[src/rtl/i2cseq_pkg.sv]
package i2cseq_pkg;

  localparam int TAR_W   = 7;
  localparam int BYTE_W  = 8;
  localparam int CMD_W   = BYTE_W + 1;
  localparam int OP_W    = 3;
  localparam int STAT_W  = 6;
  localparam int ABRT_W  = 4;
  localparam int ABRT_ADDR_BIT = 0;
  localparam int ABRT_DATA_BIT = 3;

  typedef enum logic [OP_W-1:0] {
    BOP_NONE   = 3'd0,
    BOP_START  = 3'd1,
    BOP_RSTART = 3'd2,
    BOP_STOP   = 3'd3,
    BOP_WRITE  = 3'd4,
    BOP_READ   = 3'd5
  } bus_op_e;

  typedef enum logic [2:0] {
    ST_IDLE,
    ST_START,
    ST_ADDR,
    ST_HOLD,
    ST_DATA,
    ST_RSTART,
    ST_STOP
  } seq_state_e;

  // Command word decode: top bit marks a read request.
  function automatic logic is_read(input logic [CMD_W-1:0] w);
    return w[CMD_W-1];
  endfunction

  // Address phase byte: 7-bit target followed by the direction bit.
  function automatic logic [BYTE_W-1:0] addr_byte(input logic [TAR_W-1:0] tar,
                                                  input logic rd);
    return {tar, rd};
  endfunction

  // A read is not-acknowledged when it is the last before STOP or a write.
  function automatic logic read_nack(input logic q_empty, input logic hold,
                                     input logic next_is_read);
    return q_empty ? !hold : !next_is_read;
  endfunction

  function automatic logic [STAT_W-1:0] pack_status(input logic mact,
                                                    input logic rx_full,
                                                    input logic rx_nempty,
                                                    input logic tx_empty,
                                                    input logic tx_nfull);
    return {mact, rx_full, rx_nempty, tx_empty, tx_nfull, mact | !tx_empty};
  endfunction

endpackage

[src/rtl/i2cseq_fifo.sv]
module i2cseq_fifo #(
  parameter int WIDTH = 8,
  parameter int DEPTH = 16
) (
  input  logic             clk,
  input  logic             rst_n,
  input  logic             push,
  input  logic [WIDTH-1:0] push_data,
  input  logic             pop,
  input  logic             flush,
  output logic [WIDTH-1:0] head,
  output logic             empty,
  output logic             full,
  output logic             overflow,
  output logic             underflow
);

  localparam int AW = (DEPTH > 1) ? $clog2(DEPTH) : 1;
  localparam int CW = $clog2(DEPTH + 1);

  logic [WIDTH-1:0] mem_q [DEPTH];
  logic [AW-1:0]    rd_q, wr_q;
  logic [CW-1:0]    cnt_q;
  logic             do_push, do_pop;

  function automatic logic [AW-1:0] bump(input logic [AW-1:0] p);
    return (p == AW'(DEPTH - 1)) ? '0 : p + 1'b1;
  endfunction

  assign empty   = (cnt_q == '0);
  assign full    = (cnt_q == CW'(DEPTH));
  assign do_pop  = pop && !empty && !flush;
  assign do_push = push && !flush && (!full || do_pop);
  assign head    = mem_q[rd_q];

  always_ff @(posedge clk or negedge rst_n) begin
    if (!rst_n) begin
      rd_q      <= '0;
      wr_q      <= '0;
      cnt_q     <= '0;
      overflow  <= 1'b0;
      underflow <= 1'b0;
    end else begin
      overflow  <= push && !flush && !do_push;
      underflow <= pop && empty;
      if (flush) begin
        rd_q  <= '0;
        wr_q  <= '0;
        cnt_q <= '0;
      end else begin
        if (do_push) wr_q <= bump(wr_q);
        if (do_pop)  rd_q <= bump(rd_q);
        cnt_q <= cnt_q + CW'(do_push) - CW'(do_pop);
      end
    end
  end

  always_ff @(posedge clk) begin
    if (do_push) mem_q[wr_q] <= push_data;
  end


  ovf_full_chk: assert property (@(posedge clk) disable iff (!rst_n)
    overflow |-> $past(full));


  unf_empty_chk: assert property (@(posedge clk) disable iff (!rst_n)
    underflow |-> $past(empty));


  count_step_chk: assert property (@(posedge clk) disable iff (!rst_n)
    !$past(flush) |-> (int'(cnt_q) <= int'($past(cnt_q)) + 1 &&
                       int'(cnt_q) + 1 >= int'($past(cnt_q))));

endmodule

[src/rtl/i2cseq_engine.sv]
module i2cseq_engine
  import i2cseq_pkg::*;
(
  input  logic              clk,
  input  logic              rst_n,
  input  logic              enable,
  input  logic              restart_en,
  input  logic              stop_hold,
  input  logic [TAR_W-1:0]  tar,
  input  logic [CMD_W-1:0]  tx_head,
  input  logic              tx_empty,
  output logic              tx_pop,
  output logic              tx_flush,
  output logic              rx_push,
  output logic              bus_req,
  output logic [OP_W-1:0]   bus_op,
  output logic [BYTE_W-1:0] bus_wdata,
  output logic              bus_mnack,
  input  logic              bus_done,
  input  logic              bus_ack,
  output logic              master_active,
  output logic              enable_status,
  output logic              addr_nack_evt,
  output logic              data_nack_evt
);

  seq_state_e       state_q, state_d;
  logic             dir_q, dir_d;
  logic [CMD_W-1:0] cur_q, cur_d;
  logic             en_st_q;

  always_comb begin
    state_d       = state_q;
    dir_d         = dir_q;
    cur_d         = cur_q;
    tx_pop        = 1'b0;
    rx_push       = 1'b0;
    addr_nack_evt = 1'b0;
    data_nack_evt = 1'b0;
    unique case (state_q)
      ST_IDLE: begin
        if (enable && !tx_empty) begin
          dir_d   = is_read(tx_head);
          state_d = ST_START;
        end
      end
      ST_START, ST_RSTART: begin
        if (bus_done) state_d = ST_ADDR;
      end
      ST_ADDR: begin
        if (bus_done) begin
          if (!bus_ack) begin
            addr_nack_evt = 1'b1;
            state_d       = ST_STOP;
          end else begin
            state_d = ST_HOLD;
          end
        end
      end
      ST_HOLD: begin
        if (!enable) begin
          state_d = ST_STOP;
        end else if (!tx_empty) begin
          if (is_read(tx_head) != dir_q) begin
            if (restart_en) begin
              dir_d   = is_read(tx_head);
              state_d = ST_RSTART;
            end else begin
              state_d = ST_STOP;
            end
          end else begin
            tx_pop  = 1'b1;
            cur_d   = tx_head;
            state_d = ST_DATA;
          end
        end else if (!stop_hold) begin
          state_d = ST_STOP;
        end
      end
      ST_DATA: begin
        if (bus_done) begin
          if (is_read(cur_q)) begin
            rx_push = 1'b1;
            state_d = ST_HOLD;
          end else if (!bus_ack) begin
            data_nack_evt = 1'b1;
            state_d       = ST_STOP;
          end else begin
            state_d = ST_HOLD;
          end
        end
      end
      ST_STOP: begin
        if (bus_done) state_d = ST_IDLE;
      end
      default: state_d = ST_IDLE;
    endcase
  end

  assign tx_flush = addr_nack_evt | data_nack_evt;

  always_comb begin
    bus_op    = BOP_NONE;
    bus_wdata = '0;
    bus_mnack = 1'b0;
    unique case (state_q)
      ST_START:  bus_op = BOP_START;
      ST_RSTART: bus_op = BOP_RSTART;
      ST_STOP:   bus_op = BOP_STOP;
      ST_ADDR: begin
        bus_op    = BOP_WRITE;
        bus_wdata = addr_byte(tar, dir_q);
      end
      ST_DATA: begin
        if (is_read(cur_q)) begin
          bus_op    = BOP_READ;
          bus_mnack = read_nack(tx_empty, stop_hold, is_read(tx_head));
        end else begin
          bus_op    = BOP_WRITE;
          bus_wdata = cur_q[BYTE_W-1:0];
        end
      end
      default: bus_op = BOP_NONE;
    endcase
  end

  assign bus_req       = (bus_op != BOP_NONE);
  assign master_active = (state_q != ST_IDLE);
  assign enable_status = en_st_q;

  always_ff @(posedge clk or negedge rst_n) begin
    if (!rst_n) begin
      state_q <= ST_IDLE;
      dir_q   <= 1'b0;
      cur_q   <= '0;
      en_st_q <= 1'b0;
    end else begin
      state_q <= state_d;
      dir_q   <= dir_d;
      cur_q   <= cur_d;
      en_st_q <= enable | (en_st_q & master_active);
    end
  end


  bus_hold_chk: assert property (@(posedge clk) disable iff (!rst_n)
    (bus_req && !bus_done) |=> (bus_req && $stable(bus_op)));


  off_means_idle_chk: assert property (@(posedge clk) disable iff (!rst_n)
    !en_st_q |-> !master_active);

endmodule

[src/rtl/i2c_cmd_seq.sv]
module i2c_cmd_seq
  import i2cseq_pkg::*;
#(
  parameter int FIFO_DEPTH = 16
) (
  input  logic              clk,
  input  logic              rst_n,
  input  logic              enable,
  output logic              enable_status,
  input  logic              restart_en,
  input  logic              stop_hold,
  input  logic              tar_wr,
  input  logic [6:0]        tar_wdata,
  input  logic              cmd_push,
  input  logic [8:0]        cmd_word,
  output logic              tx_overflow,
  input  logic              rx_pop,
  output logic [7:0]        rx_byte,
  output logic              rx_overflow,
  output logic              rx_underflow,
  output logic [5:0]        status,
  input  logic              abort_clr,
  output logic [3:0]        abort_src,
  output logic              bus_req,
  output logic [2:0]        bus_op,
  output logic [7:0]        bus_wdata,
  output logic              bus_mnack,
  input  logic              bus_done,
  input  logic              bus_ack,
  input  logic [7:0]        bus_rdata
);

  logic [CMD_W-1:0]  tx_head;
  logic              tx_empty, tx_full, tx_pop, tx_flush, tx_underflow;
  logic [BYTE_W-1:0] rx_head;
  logic              rx_empty, rx_full, rx_push;
  logic              master_active, addr_nack_evt, data_nack_evt;
  logic [TAR_W-1:0]  tar_q;
  logic [BYTE_W-1:0] rx_byte_q;
  logic [ABRT_W-1:0] abrt_q;

  i2cseq_fifo #(.WIDTH(CMD_W), .DEPTH(FIFO_DEPTH)) u_txq (
    .clk(clk), .rst_n(rst_n),
    .push(cmd_push), .push_data(cmd_word),
    .pop(tx_pop), .flush(tx_flush),
    .head(tx_head), .empty(tx_empty), .full(tx_full),
    .overflow(tx_overflow), .underflow(tx_underflow)
  );

  i2cseq_fifo #(.WIDTH(BYTE_W), .DEPTH(FIFO_DEPTH)) u_rxq (
    .clk(clk), .rst_n(rst_n),
    .push(rx_push), .push_data(bus_rdata),
    .pop(rx_pop), .flush(1'b0),
    .head(rx_head), .empty(rx_empty), .full(rx_full),
    .overflow(rx_overflow), .underflow(rx_underflow)
  );

  i2cseq_engine u_eng (
    .clk(clk), .rst_n(rst_n),
    .enable(enable), .restart_en(restart_en), .stop_hold(stop_hold),
    .tar(tar_q),
    .tx_head(tx_head), .tx_empty(tx_empty),
    .tx_pop(tx_pop), .tx_flush(tx_flush),
    .rx_push(rx_push),
    .bus_req(bus_req), .bus_op(bus_op), .bus_wdata(bus_wdata),
    .bus_mnack(bus_mnack), .bus_done(bus_done), .bus_ack(bus_ack),
    .master_active(master_active), .enable_status(enable_status),
    .addr_nack_evt(addr_nack_evt), .data_nack_evt(data_nack_evt)
  );

  always_ff @(posedge clk or negedge rst_n) begin
    if (!rst_n) begin
      tar_q     <= '0;
      rx_byte_q <= '0;
      abrt_q    <= '0;
    end else begin
      if (tar_wr && tx_empty && !master_active) tar_q <= tar_wdata;
      if (rx_pop) rx_byte_q <= rx_empty ? '0 : rx_head;
      abrt_q <= (abort_clr ? '0 : abrt_q)
              | (ABRT_W'(addr_nack_evt) << ABRT_ADDR_BIT)
              | (ABRT_W'(data_nack_evt) << ABRT_DATA_BIT);
    end
  end

  assign rx_byte   = rx_byte_q;
  assign abort_src = abrt_q;
  assign status    = pack_status(master_active, rx_full, !rx_empty, tx_empty, !tx_full);


  tar_guard_chk: assert property (@(posedge clk) disable iff (!rst_n)
    !$stable(tar_q) |-> $past(tx_empty && !master_active));


  abort_flush_chk: assert property (@(posedge clk) disable iff (!rst_n)
    (addr_nack_evt || data_nack_evt) |=> tx_empty);


  tx_no_underflow_chk: assert property (@(posedge clk) disable iff (!rst_n)
    !tx_underflow);

endmodule

[config.mk]
export PLATFORM = sky130hd
export DESIGN_NAME = i2c_cmd_seq
export DESIGN_NICKNAME = d
export VERILOG_FILES = /design/src/rtl/i2cseq_pkg.sv /design/src/rtl/i2cseq_fifo.sv /design/src/rtl/i2cseq_engine.sv /design/src/rtl/i2c_cmd_seq.sv
export SDC_FILE = /design/constraint.sdc
export NUM_CORES = 1
export LEC_CHECK = 0
export ABC_CLOCK_PERIOD_IN_PS = 11200
export BUFFER_PORTS_ARGS = -buffer_cell sky130_fd_sc_hd__buf_2
export CAP_MARGIN = 10
export CELL_PAD_IN_SITES_DETAIL_PLACEMENT = 0
export CELL_PAD_IN_SITES_GLOBAL_PLACEMENT = 1
export CORE_MARGIN = 1.5
export CORE_UTILIZATION = 59
export CTS_BUF_LIST = sky130_fd_sc_hd__clkbuf_2 sky130_fd_sc_hd__clkbuf_4 sky130_fd_sc_hd__clkbuf_8
export CTS_CLUSTER_DIAMETER = 60
export DETAILED_ROUTE_END_ITERATION = 10
export PLACE_DENSITY = 0.84
export SLEW_MARGIN = 10
export SYNTH_ARGS = -nofsm -noshare
export SYNTH_HDL_FRONTEND = slang
export SYNTH_SLANG_ARGS = --single-unit
export TNS_END_PERCENT = 1
[constraint.sdc]
create_clock -name clk -period 11.2 [get_ports clk]
set_input_delay 0.56 -clock clk [delete_from_list [all_inputs] [get_ports clk]]
set_output_delay 0.56 -clock clk [all_outputs]
set_load 0.01 [all_outputs]
==> out/metrics.yaml, run 1 <==
status:
  outcome: "completed"
cts:
  h-tree-depth: 2
  hold_buffers: 0
  cts_buffer_depth: 3
  cts_resized: 0
  cts_buffers: 51
  cts_tree: "yes"
  clk_root_buffer_cell: "clkbuf_8"
  worstSkewPairLatency_ns: 0.58
  cts_sinks: 332
  post_cts_buffers: 0
  clk_pin_slew_ns: 0.07
logic_synthesis:
  syn_area_sq_um: 13900
  synth-async-reset-ratio: 0.181
  synth.area.top_cells: "edfxtp_1 (59%), mux4_2 (13%), dfrtp_1 (11%)"
  yosysSeqAreaShare: 0.695
  syn_avg_cell_area_sq_um: 18.1
  synth_common_cells: "edfxtp_1 (272), mux4_2 (83), dfrtp_1 (60), inv_1 (32), nand2_1 (29)"
  synth_edf_count: 272
  syn_inst: 769
  synth_largest_area_cell: "edfxtp_1"
  synth_most_common_cell: "edfxtp_1"
  synth_ff_type: "edfxtp_1"
  synth.ff_latch_count: 332
  synth_top_area_share: 0.587
  synth_cell_types: 59
  synth_warnings: 0
timing:
  setup_slack_ns: 6.75
  finalSetupViolCount: 0
  finalCritPeriodShare: 0.397
  fmax_ghz: 0.225
  slew_headroom: 0.236
  final.setup_skew_ns: 0.0327
  hold_viol_final: 0
  final.setup.tns_ns: 0
  finalCriticalPeriod_ns: 4.45
  worst_slew_pin_slew_ns: 1.14
  drv_slew: 0
  rsz0062_at_grt: "false"
setup_path:
  r2r_start: "u_txq.rd_q[0]"
  worstSetupEndpointType: "flop"
  cp.arrival_ns: 4.94
  startpoint: "u_txq.rd_q[0]"
  rrSetupSlack_ns: 6.75
  endpoint: "u_txq.cnt_q[4]"
  cp.required_ns: 11.69
  worstSetupPathType: "flop to flop"
  reg2reg_depth: 14
  rr_endpoint: "u_txq.cnt_q[4]"
  cp_max_fo: 41
  cp-start-kind: "flop"
layout:
  instances_no_fill: 1218
  drive_above_1_share: 0.307
  nets: 916
  diodes: 0
  area_delta_synth_final_pct: 11.9
  post-route-util: 0.667
detailed_routing:
  wirelength_um: 28100
  drt_iter0_drc: 781
  wl_met2_um: 13100
  wirelength_met1_um: 12200
  avgViaCountPerCell: 6.04
  ant_nets: 0
  routedWlPerCell_um: 23.0
  vias: 7359
  highest_layer: "met4"
  drt-pass1-iter-count: 5
  drc: 0
  wl_met3_um: 2260
power_and_ir_drop:
  seqPwrFrac: 0.441
  power.share.clock: 0.261
  power.density_nw_per_um2: 240
  p_int_w: 0.00255
  peakVddDrop_v: 0.000100
  power_w: 0.00374
  p_leak_nw: 5.48
  pwr-share-comb: 0.299
  swShare: 0.317
  netSwitchingPower_w: 0.00119
global_routing:
  antenna_found_initial: 0
  grt_pass1_wl_um: 42600
  grt_pass1_vias: 7336
  grt_usage: 0.237
  grt-ovfl-total: 0
  grt_max_degree: 61
min_path:
  hold_class: "primary input to asynchronous set/reset pin"
floorplan:
  die_area_sq_um: 24500
  num_rows: 56
  die_x_um: 157
  start_util: 0.596
  die_h_um: 157
  io_pins: 70
  core_sq_um: 23300
placement:
  dp.cells: 1122
  gp_congestion: 0.791
  dp_hpwl_um: 18500
  pre_cts_ws_ns: 6.83
  place.port_buffers: 67
run:
  maxCapViolCount: 0
==> worst min path at each step <==
| stage | to | slack, ns | cells after the start |
|---|---|---|---|
| after floorplan | abort_src[0] | 0.26 | 0 |
| after global placement | u_eng.enable_status | 0.46 | 2 |
| after detailed placement | u_eng.enable_status | 0.46 | 2 |
| after CTS | u_rxq.wr_q[3] | 0.15 | 2 |
| after global routing | abort_src[0] | 0.19 | 2 |
| final | u_rxq.cnt_q[1] | 0.15 | 2 |
==> critical path: stages, from the launching register on <==
cell and delay [ns]:
dfrtp_2 0.34, buf_4 0.59, mux4_2 0.59, mux4_2 0.62, xnor2_4 0.21, a21oi_4 0.61
nor2_1 0.10, ha_1 0.25, inv_1 0.07, fa_1 0.20, inv_1 0.05, a21oi_1 0.13
nor2_1 0.06, or3_1 0.34, a21oi_1 0.14
==> final cells by class <==
type | count | area (sq um)
Clock buffer | 68 | 848
Clock inverter | 27 | 151
Fill cell | 1551 | 7770
Inverter | 33 | 125
Multi-Input combinational cell | 361 | 3950
Sequential cell | 332 | 9670
Tap cell | 319 | 399
Timing Repair Buffer | 78 | 415
==> kinds of logic after synthesis <==
kind of cell,after synthesis,share of synthesized area
buf+inv,77,0.0256
simple gates,140,0.0533
flops,332,0.695
xor+xnor,12,0.00890
fa+ha+maj,24,0.0227
mux,103,0.154
other cells,1,0.000270
compound gates,80,0.0404
==> metal layers <==
metal / GRT usage / vias to the layer above
met5: 0 / -
met4: 0.0626 / 0
met3: 0.0526 / 37
met2: 0.357 / 317
met1: 0.356 / 3764
li1: - / 3241
==> power groups by stage <==
stage	sequential, W	combinational, W	clock, W
2_1_floorplan	0.00158	0.000886	0
3_3_place_gp	0.00166	0.00108	0
3_5_place_dp	0.00167	0.00112	0
4_1_cts	0.00165	0.00112	0.000991
5_1_grt	0.00167	0.00122	0.00104
6_report	0.00165	0.00112	0.000975
==> layout by cell type (no fill, tap or decap), drive strengths merged, types with 6 or more instances in the layout <==
master and instances:
and2 18, o21ai 18, nand2 30, dfrtp 60, a22o 17, ha 22, clkbuf 69, o211ai 6
mux4 85, buf 77, nor2b 6, edfxtp 272, nor3 18, clkinv 24, mux2 17, a21oi 15
inv 34, nand3 12, xnor2 9, nor2 27
==> state kept, by name (all words and copies together) (netlist names) <==
name,flops
u_txq.rd_q,4
u_rxq.underflow,1
u_rxq.overflow,1
u_txq.cnt_q,5
u_rxq.mem_q,128
abort_src,2
u_txq.mem_q,144
u_rxq.rd_q,4
u_eng.cur_q,9
u_rxq.cnt_q,5
u_rxq.wr_q,4
rx_byte,8
u_txq.overflow,1
tar_q,7
u_txq.wr_q,4
u_eng.dir_q,1
u_eng.enable_status,1
u_eng.state_q,3
==> through the flow <==
| step | hold slack (ns) | area [sq um] |
|---|---|---|
| final | 0.151 | 15600 |
| after CTS | 0.154 | 15500 |
| after global routing | 0.191 | 15600 |
| after global placement | 0.458 | 14500 |
| after floorplan | 0.264 | 13900 |
| after detailed placement | 0.462 | 14500 |
(Power assumes the default switching activity.)
==> inputs of run 2 (changes only) <==
--- a/config.mk
+++ b/config.mk
@@ -5,17 +5,17 @@
 export SDC_FILE = /design/constraint.sdc
 export NUM_CORES = 1
 export LEC_CHECK = 0
-export ABC_CLOCK_PERIOD_IN_PS = 11200
+export ABC_CLOCK_PERIOD_IN_PS = 4200
 export BUFFER_PORTS_ARGS = -buffer_cell sky130_fd_sc_hd__buf_2
 export CAP_MARGIN = 10
 export CELL_PAD_IN_SITES_DETAIL_PLACEMENT = 0
 export CELL_PAD_IN_SITES_GLOBAL_PLACEMENT = 1
 export CORE_MARGIN = 1.5
-export CORE_UTILIZATION = 59
+export CORE_UTILIZATION = 55
 export CTS_BUF_LIST = sky130_fd_sc_hd__clkbuf_2 sky130_fd_sc_hd__clkbuf_4 sky130_fd_sc_hd__clkbuf_8
 export CTS_CLUSTER_DIAMETER = 60
 export DETAILED_ROUTE_END_ITERATION = 10
-export PLACE_DENSITY = 0.84
+export PLACE_DENSITY = 0.79
 export SLEW_MARGIN = 10
 export SYNTH_ARGS = -nofsm -noshare
 export SYNTH_HDL_FRONTEND = slang
==> constraint.sdc (replaced) <==
create_clock -name clk -period 4.2 [get_ports clk]
set_input_delay 0.21 -clock clk [delete_from_list [all_inputs] [get_ports clk]]
set_output_delay 0.21 -clock clk [all_outputs]
set_load 0.01 [all_outputs]
==> run 2 against run 1 <==
  * Non-clock buffer count is 47 higher
  * Combinational power rose to 2.6 times the previous value
  * Utilization is 2.9 points lower
  * Die area grew 7.1%
  * Clock-buffer cell count up 5
  * Sequential share of layout area decreased by 1.6 points
  * Sequential power rose to 2.7 times the previous value
  * Worst hold slack worse by 0.099 ns
  * Cell count grew 4.9%
  * Global-route usage fell by 1.9 points
  * Clock power rose to 2.7 times the previous value
  * Clock skew is 0.0058 ns lower
==> out/metrics.yaml, run 2 (synthesized netlist as in run 1, its figures left out) <==
status:
  outcome: "completed"
setup_path:
  startpoint: "u_txq.rd_q[0]"
  rr_endpoint: "u_txq.cnt_q[4]"
  r2r_start: "u_txq.rd_q[0]"
  cp-start-kind: "flop"
  cp.arrival_ns: 4.36  # -0.58 ns
  rrSetupSlack_ns: 0.32  # -6.43 ns
  crit_slowest_cell: "mux4_2"
  worstSetupPathType: "flop to flop"
  crit_path_max_incr_delay_ns: 0.61  # about the same
  cp_max_fo: 13  # -68%
  reg2reg_depth: 15  # +1
  worstSetupEndpointType: "flop"
  cp_common_cell: "inv_1"
  cp.required_ns: 4.68  # -7.01 ns
  cp_cell_sequence: "mux4_2, mux4_2, xnor2_4, nand2_4, clkinv_2, ha_1, inv_1, ha_1, inv_1, fa_1, inv_1, a21oi_1, nor2_1, or3_1, a21oi_1"
layout:
  register_area_sq_um: 9670  # unchanged
  nets: 964  # +5.2%
  design_area_sq_um: 16000  # +2.7%
  drive_above_1_share: 0.306  # -0.000778
  top_regs: "u_txq.mem_q x144, u_rxq.mem_q x128, u_eng.cur_q x9"
  fill_cells: 1726  # +11%
  largest-register: "u_txq.mem_q"
  final_common_cell: "edfxtp_1"
  largest_register_ffs: 144  # unchanged
  layout_common_cells: "edfxtp_1 (272), mux4_2 (83), buf_2 (67), dfrtp_1 (57), clkbuf_8 (53)"
  multi_input_area_sq_um: 3910  # -1.0%
  area_delta_synth_final_pct: 14.9
cts:
  worstSkewPairLatency_ns: 0.58  # about the same
  cts_sinks: 332  # unchanged
  post_cts_buffers: 0  # unchanged
  h-tree-depth: 2  # unchanged
  cts_buffers: 52  # +2.0%
  clk_pin_slew_ns: 0.07  # about the same
  cts_tree: "yes"
  clk_root_buffer_cell: "clkbuf_8"
  cts_buffer_depth: 3  # unchanged
detailed_routing:
  drc: 0  # unchanged
  vias: 7461  # +1.4%
  routedWlPerCell_um: 21.6  # -6.1%
  drt_iter0_drc: 619  # -21%
  ant_nets: 0  # unchanged
  avgViaCountPerCell: 5.84  # -3.4%
  wirelength_um: 27600  # -1.5%
  drt-pass1-iter-count: 5  # unchanged
global_routing:
  grt_pass1_vias: 7662  # +4.4%
  grt_pass1_wl_um: 43000  # +1.2%
  grt_usage: 0.218  # -0.0188
  antenna_found_initial: 1  # +1
  grt-ovfl-total: 0  # unchanged
  grt_max_degree: 38  # -38%
power_and_ir_drop:
  power.density_nw_per_um2: 626  # +160%
  p_leak_nw: 5.70  # +3.9%
  peakVddDrop_v: 0.000319  # +220%
  power_w: 0.0100  # +170%
run:
  maxCapViolCount: 0  # unchanged
floorplan:
  die_h_um: 162  # +3.5%
  io_pins: 70  # unchanged
  die_area_sq_um: 26300  # +7.1%
  die_x_um: 162  # +3.5%
  core_sq_um: 25000  # +7.3%
  start_util: 0.556  # -0.0406
  num_rows: 58  # +3.6%
timing:
  finalSetupViolCount: 0  # unchanged
  final.setup.tns_ns: 0  # unchanged
  hold_viol_final: 0  # unchanged
  slew_headroom: 0.285  # +0.0491
  whs_ns: 0.0516  # -0.0992 ns
  final.setup_skew_ns: 0.0269  # -0.00578 ns
  drv_slew: 0  # unchanged
  finalCritPeriodShare: 0.924  # +0.526
  rsz0062_at_grt: "false"
  finalCriticalPeriod_ns: 3.88  # -0.571 ns
  worst_slew_pin_slew_ns: 1.07  # -0.0707 ns
  fmax_ghz: 0.258  # +15%
placement:
  dp_hpwl_um: 18000  # -2.6%
  place.port_buffers: 67  # unchanged
  dpl-instance-area_sq_um: 14700  # +1.0%
  gp_congestion: 0.809  # +2.3%
min_path:
  hold_class: "primary input to flop"
  hold_depth: 1
  hold_path_startpoint: "cmd_word[3]"
  worst_hold_path.endpoint: "u_txq.mem_q[5][3]"
## run 2: where the power goes
group	switching [W]	leakage (nW)	internal, W
clock network	0.00121	0.542	0.00142
logic	0.00140	1.96	0.00152
registers	0.000504	3.19	0.00396
## run 2: per-stage QoR
step	setup WS, ns	utilization	cells
after CTS	0.315	0.638	1277
after floorplan	0.547	-	770
final	0.321	0.639	1278
after detailed placement	0.338	0.586	1151
after global routing	0.0936	0.639	1278
after global placement	0.476	0.586	1151
## run 2: routing by layer
metal	GRT usage	routed length (um)
met5	0	0
met4	0.0634	537
met3	0.0409	1570
met2	0.339	13000
met1	0.320	12500
## run 2: repair_timing
item	4_1_cts	5_1_grt
resized for setup	0	0
hold buffers	30	0
hold endpoints to repair	263	0
## run 2: cell type report
type | instances | share of cell area
clock inverters | 23 | 0.00853
flip-flops and latches | 332 | 0.605
well taps | 330 | 0.0258
multi-input cells | 361 | 0.245
clock buffers | 73 | 0.0550
diodes | 1 | 0.000157
inverters | 33 | 0.00783
repair buffers | 125 | 0.0529
## run 2: worst max path at each step
stage          slack, ns              to  depth (start not counted)
2_1_floorplan       0.55  u_txq.cnt_q[4]                         18
3_3_place_gp        0.48  u_txq.cnt_q[4]                         15
3_5_place_dp        0.34  u_txq.cnt_q[4]                         15
4_1_cts             0.32  u_txq.cnt_q[4]                         15
5_1_grt             0.09  u_txq.cnt_q[4]                         15
6_report            0.32  u_txq.cnt_q[4]                         15
## run 2: critical path, delay by kind of cell (launching register included)
kind	cells	cell delay (ns)
AOI/OAI and AO/OA	2	0.31
xor gates and xnor gates	1	0.21
and+or+nand+nor	3	0.52
DFF	1	0.46
adders and majority gates	3	0.74
muxes	2	1.14
buffers and inverters	4	0.38
==> inputs of run 3 (changes only) <==
--- a/config.mk
+++ b/config.mk
@@ -5,17 +5,18 @@
 export SDC_FILE = /design/constraint.sdc
 export NUM_CORES = 1
 export LEC_CHECK = 0
-export ABC_CLOCK_PERIOD_IN_PS = 4200
+export ABC_CLOCK_PERIOD_IN_PS = 4810
 export BUFFER_PORTS_ARGS = -buffer_cell sky130_fd_sc_hd__buf_2
 export CAP_MARGIN = 10
 export CELL_PAD_IN_SITES_DETAIL_PLACEMENT = 0
 export CELL_PAD_IN_SITES_GLOBAL_PLACEMENT = 1
-export CORE_MARGIN = 1.5
-export CORE_UTILIZATION = 55
+export CORE_MARGIN = 2
+export CORE_UTILIZATION = 59
 export CTS_BUF_LIST = sky130_fd_sc_hd__clkbuf_2 sky130_fd_sc_hd__clkbuf_4 sky130_fd_sc_hd__clkbuf_8
 export CTS_CLUSTER_DIAMETER = 60
 export DETAILED_ROUTE_END_ITERATION = 10
-export PLACE_DENSITY = 0.79
+export GPL_TIMING_DRIVEN = 1
+export PLACE_DENSITY = 0.84
 export SLEW_MARGIN = 10
 export SYNTH_ARGS = -nofsm -noshare
 export SYNTH_HDL_FRONTEND = slang
==> constraint.sdc (replaced) <==
create_clock -name clk -period 4.81 [get_ports clk]
set_input_delay 0.2405 -clock clk [delete_from_list [all_inputs] [get_ports clk]]
set_output_delay 0.2405 -clock clk [all_outputs]
set_load 0.01 [all_outputs]
==> run 3 against run 2 <==
  * Sequential power shrank 14%
  * Register-to-register slack better by 0.57 ns
  * Utilization up 3.6 points
  * Setup slack better by 0.57 ns
  * Sequential cell count unchanged
  * Clock-buffer cell count is 3 lower
  * Critical path depth unchanged
  * Cell count decreased by 2.6%
  * Highest routed layer unchanged
  * Die area fell by 5.5%
  * Global-route usage rose by 0.94 points
  * Via count up 0.19%
==> out/metrics.yaml, run 3 (synthesized netlist as in run 1, its figures left out) <==
status:
  outcome: "completed"
setup_path:
  cp.required_ns: 5.30  # +0.62 ns
  cp_max_fo: 13  # unchanged
  worstSetupEndpointType: "flop"
  worstSetupPathType: "flop to flop"
  startpoint: "u_txq.rd_q[1]"
  cp.arrival_ns: 4.41  # +0.05 ns
  r2r_start: "u_txq.rd_q[1]"
  reg2reg_depth: 15  # unchanged
  rrSetupSlack_ns: 0.89  # +0.57 ns
  cp-start-kind: "flop"
  rr_endpoint: "u_txq.cnt_q[4]"
  endpoint: "u_txq.cnt_q[4]"
placement:
  dpl-instance-area_sq_um: 14600  # -0.31%
  dp_hpwl_um: 18200  # +1.1%
  gp_congestion: 0.847  # +4.8%
  place.port_buffers: 67  # unchanged
cts:
  cts_sinks: 332  # unchanged
  post_cts_buffers: 0  # unchanged
  clk_root_buffer_cell: "clkbuf_8"
  clk_pin_slew_ns: 0.07  # about the same
  cts_buffers: 51  # -1.9%
  worstSkewPairLatency_ns: 0.58  # about the same
  cts_resized: 0  # unchanged
  cts_buffer_depth: 3  # unchanged
  cts_tree: "yes"
  h-tree-depth: 2  # unchanged
detailed_routing:
  vias: 7475  # +0.19%
  drt_iter0_drc: 685  # +11%
  wirelength_um: 27300  # -1.0%
  avgViaCountPerCell: 6.00  # +2.8%
  drt-pass1-iter-count: 6  # +1
  ant_nets: 0  # unchanged
  routedWlPerCell_um: 22.0  # +1.6%
  drc: 0  # unchanged
layout:
  drive_above_1_share: 0.309  # +0.00296
  final_common_cell: "edfxtp_1"
  largest_register_ffs: 144  # unchanged
  largest-register: "u_txq.mem_q"
  area_delta_synth_final_pct: 13.1
  post-route-util: 0.675  # +0.0360
  top_regs: "u_txq.mem_q x144, u_rxq.mem_q x128, u_eng.cur_q x9"
  design_area_sq_um: 15700  # -1.6%
  layout_common_cells: "edfxtp_1 (272), mux4_2 (83), buf_2 (67), dfrtp_1 (58), clkbuf_8 (54)"
  nets: 941  # -2.4%
timing:
  worst_slew_pin_slew_ns: 1.04  # -0.0253 ns
  finalCritPeriodShare: 0.815  # -0.109
  hold_viol_final: 0  # unchanged
  fmax_ghz: 0.255  # -0.99%
  rsz0062_at_grt: "false"
  finalSetupViolCount: 0  # unchanged
  finalCriticalPeriod_ns: 3.92  # +0.0389 ns
  drv_slew: 0  # unchanged
  whs_ns: 0.0333  # -0.0183 ns
  final.setup_skew_ns: 0.0179  # -0.00895 ns
  slew_headroom: 0.301  # +0.0158
  final.setup.tns_ns: 0  # unchanged
global_routing:
  grt_pass1_vias: 7516  # -1.9%
  grt-ovfl-total: 0  # unchanged
  grt_max_degree: 61  # +61%
  antenna_found_initial: 1  # unchanged
  grt_pass1_wl_um: 41900  # -2.7%
  grt_usage: 0.227  # +0.00941
floorplan:
  core_sq_um: 23300  # -6.8%
  num_rows: 56  # -3.4%
  die_area_sq_um: 24800  # -5.5%
  start_util: 0.596  # +0.0406
  die_x_um: 158  # -2.8%
  io_pins: 70  # unchanged
  die_h_um: 158  # -2.8%
power_and_ir_drop:
  netSwitchingPower_w: 0.00269  # -13%
  power.density_nw_per_um2: 548  # -12%
  pwr-share-comb: 0.299  # +0.008
  seqPwrFrac: 0.444  # -0.002
  p_leak_nw: 5.59  # -1.9%
  swShare: 0.312  # +0.00127
  power.share.clock: 0.257  # -0.005
  p_int_w: 0.00593  # -14%
  peakVddDrop_v: 0.000312  # -2.3%
min_path:
  hold_class: "primary input to flop"
run:
  maxCapViolCount: 0  # unchanged
==> run 3: cell types whose count changed in the layout (fill, tap and decap cells not counted), moves of 2 or more <==
cell	previous run	this run
dlygate4sd3_1	30	12
buf_4	28	24
clkbuf_4	20	16
clkinv_2	6	9
clkinvlp_4	0	2
inv_8	0	2
==> run 3: final cells by class <==
type                       count  area, sq um
sequential                   332         9670
fill                        1571         7590
multi-input combinational    361         3910
clock buffer                  70          863
timing repair buffer         103          636
tap                          319          399
clock inverter                26          130
inverter                      33          125
antenna                        1         2.50
==> run 3: repair_timing <==
action / CTS / global route
hold endpoints to repair: 72 / 0
hold buffers: 12 / 0
endpoints found under the setup margin: 0 / 0
==> run 3: worst min path at each step <==
stage | from | end | slack [ns] | cells past startpoint
final | cmd_word[8] | u_txq.mem_q[6][8] | 0.03 | 1
after global routing | cmd_push | u_txq.overflow | 0.02 | 2
after global placement | rst_n | u_rxq.cnt_q[1] | 0.44 | 2
after CTS | cmd_word[8] | u_txq.mem_q[6][8] | 0.007 | 1
after detailed placement | abort_clr | abort_src[0] | 0.46 | 2
after floorplan | rst_n | abort_src[0] | -0.06 | 0
==> run 3: worst max-delay path, cell delays in order (launching register included) <==
cell and delay (ns):
dfrtp_1 0.66, mux4_2 0.39, mux4_2 0.62, xnor2_4 0.21, nand2_4 0.10, clkinv_2 0.22, ha_1 0.36, inv_1 0.04
ha_1 0.18, inv_1 0.08, fa_1 0.21, inv_1 0.05, a21oi_1 0.13, nor2_1 0.06, or3_1 0.34, a21oi_1 0.15
==> run 3: power by group through the flow <==
stage	Combinational, W	Sequential, W	Clock, W
after global routing	0.00281	0.00388	0.00240
after global placement	0.00250	0.00386	0
after floorplan	0.00206	0.00368	0
after CTS	0.00260	0.00383	0.00226
final	0.00258	0.00383	0.00221
after detailed placement	0.00258	0.00389	0
==> run 3: metal layers <==
metal / global-route usage / vias to the layer above / wire [um] / part of all wire
met3: 0.0452 / 37 / 2130 / 0.078
met4: 0.0623 / 0 / 369 / 0.013
met1: 0.331 / 3796 / 11900 / 0.43
li1: - / 3287 / - / -
met5: 0 / - / 0 / 0
met2: 0.358 / 355 / 13000 / 0.47
==> run 3: per-stage QoR <==
step | power [W] | cells | setup WS, ns
after CTS | 0.00870 | 1244 | 0.872
after global routing | 0.00909 | 1244 | 0.668
final | 0.00863 | 1245 | 0.892
after detailed placement | 0.00647 | 1136 | 0.920
after floorplan | 0.00575 | 770 | 1.16
after global placement | 0.00636 | 1136 | 1.03
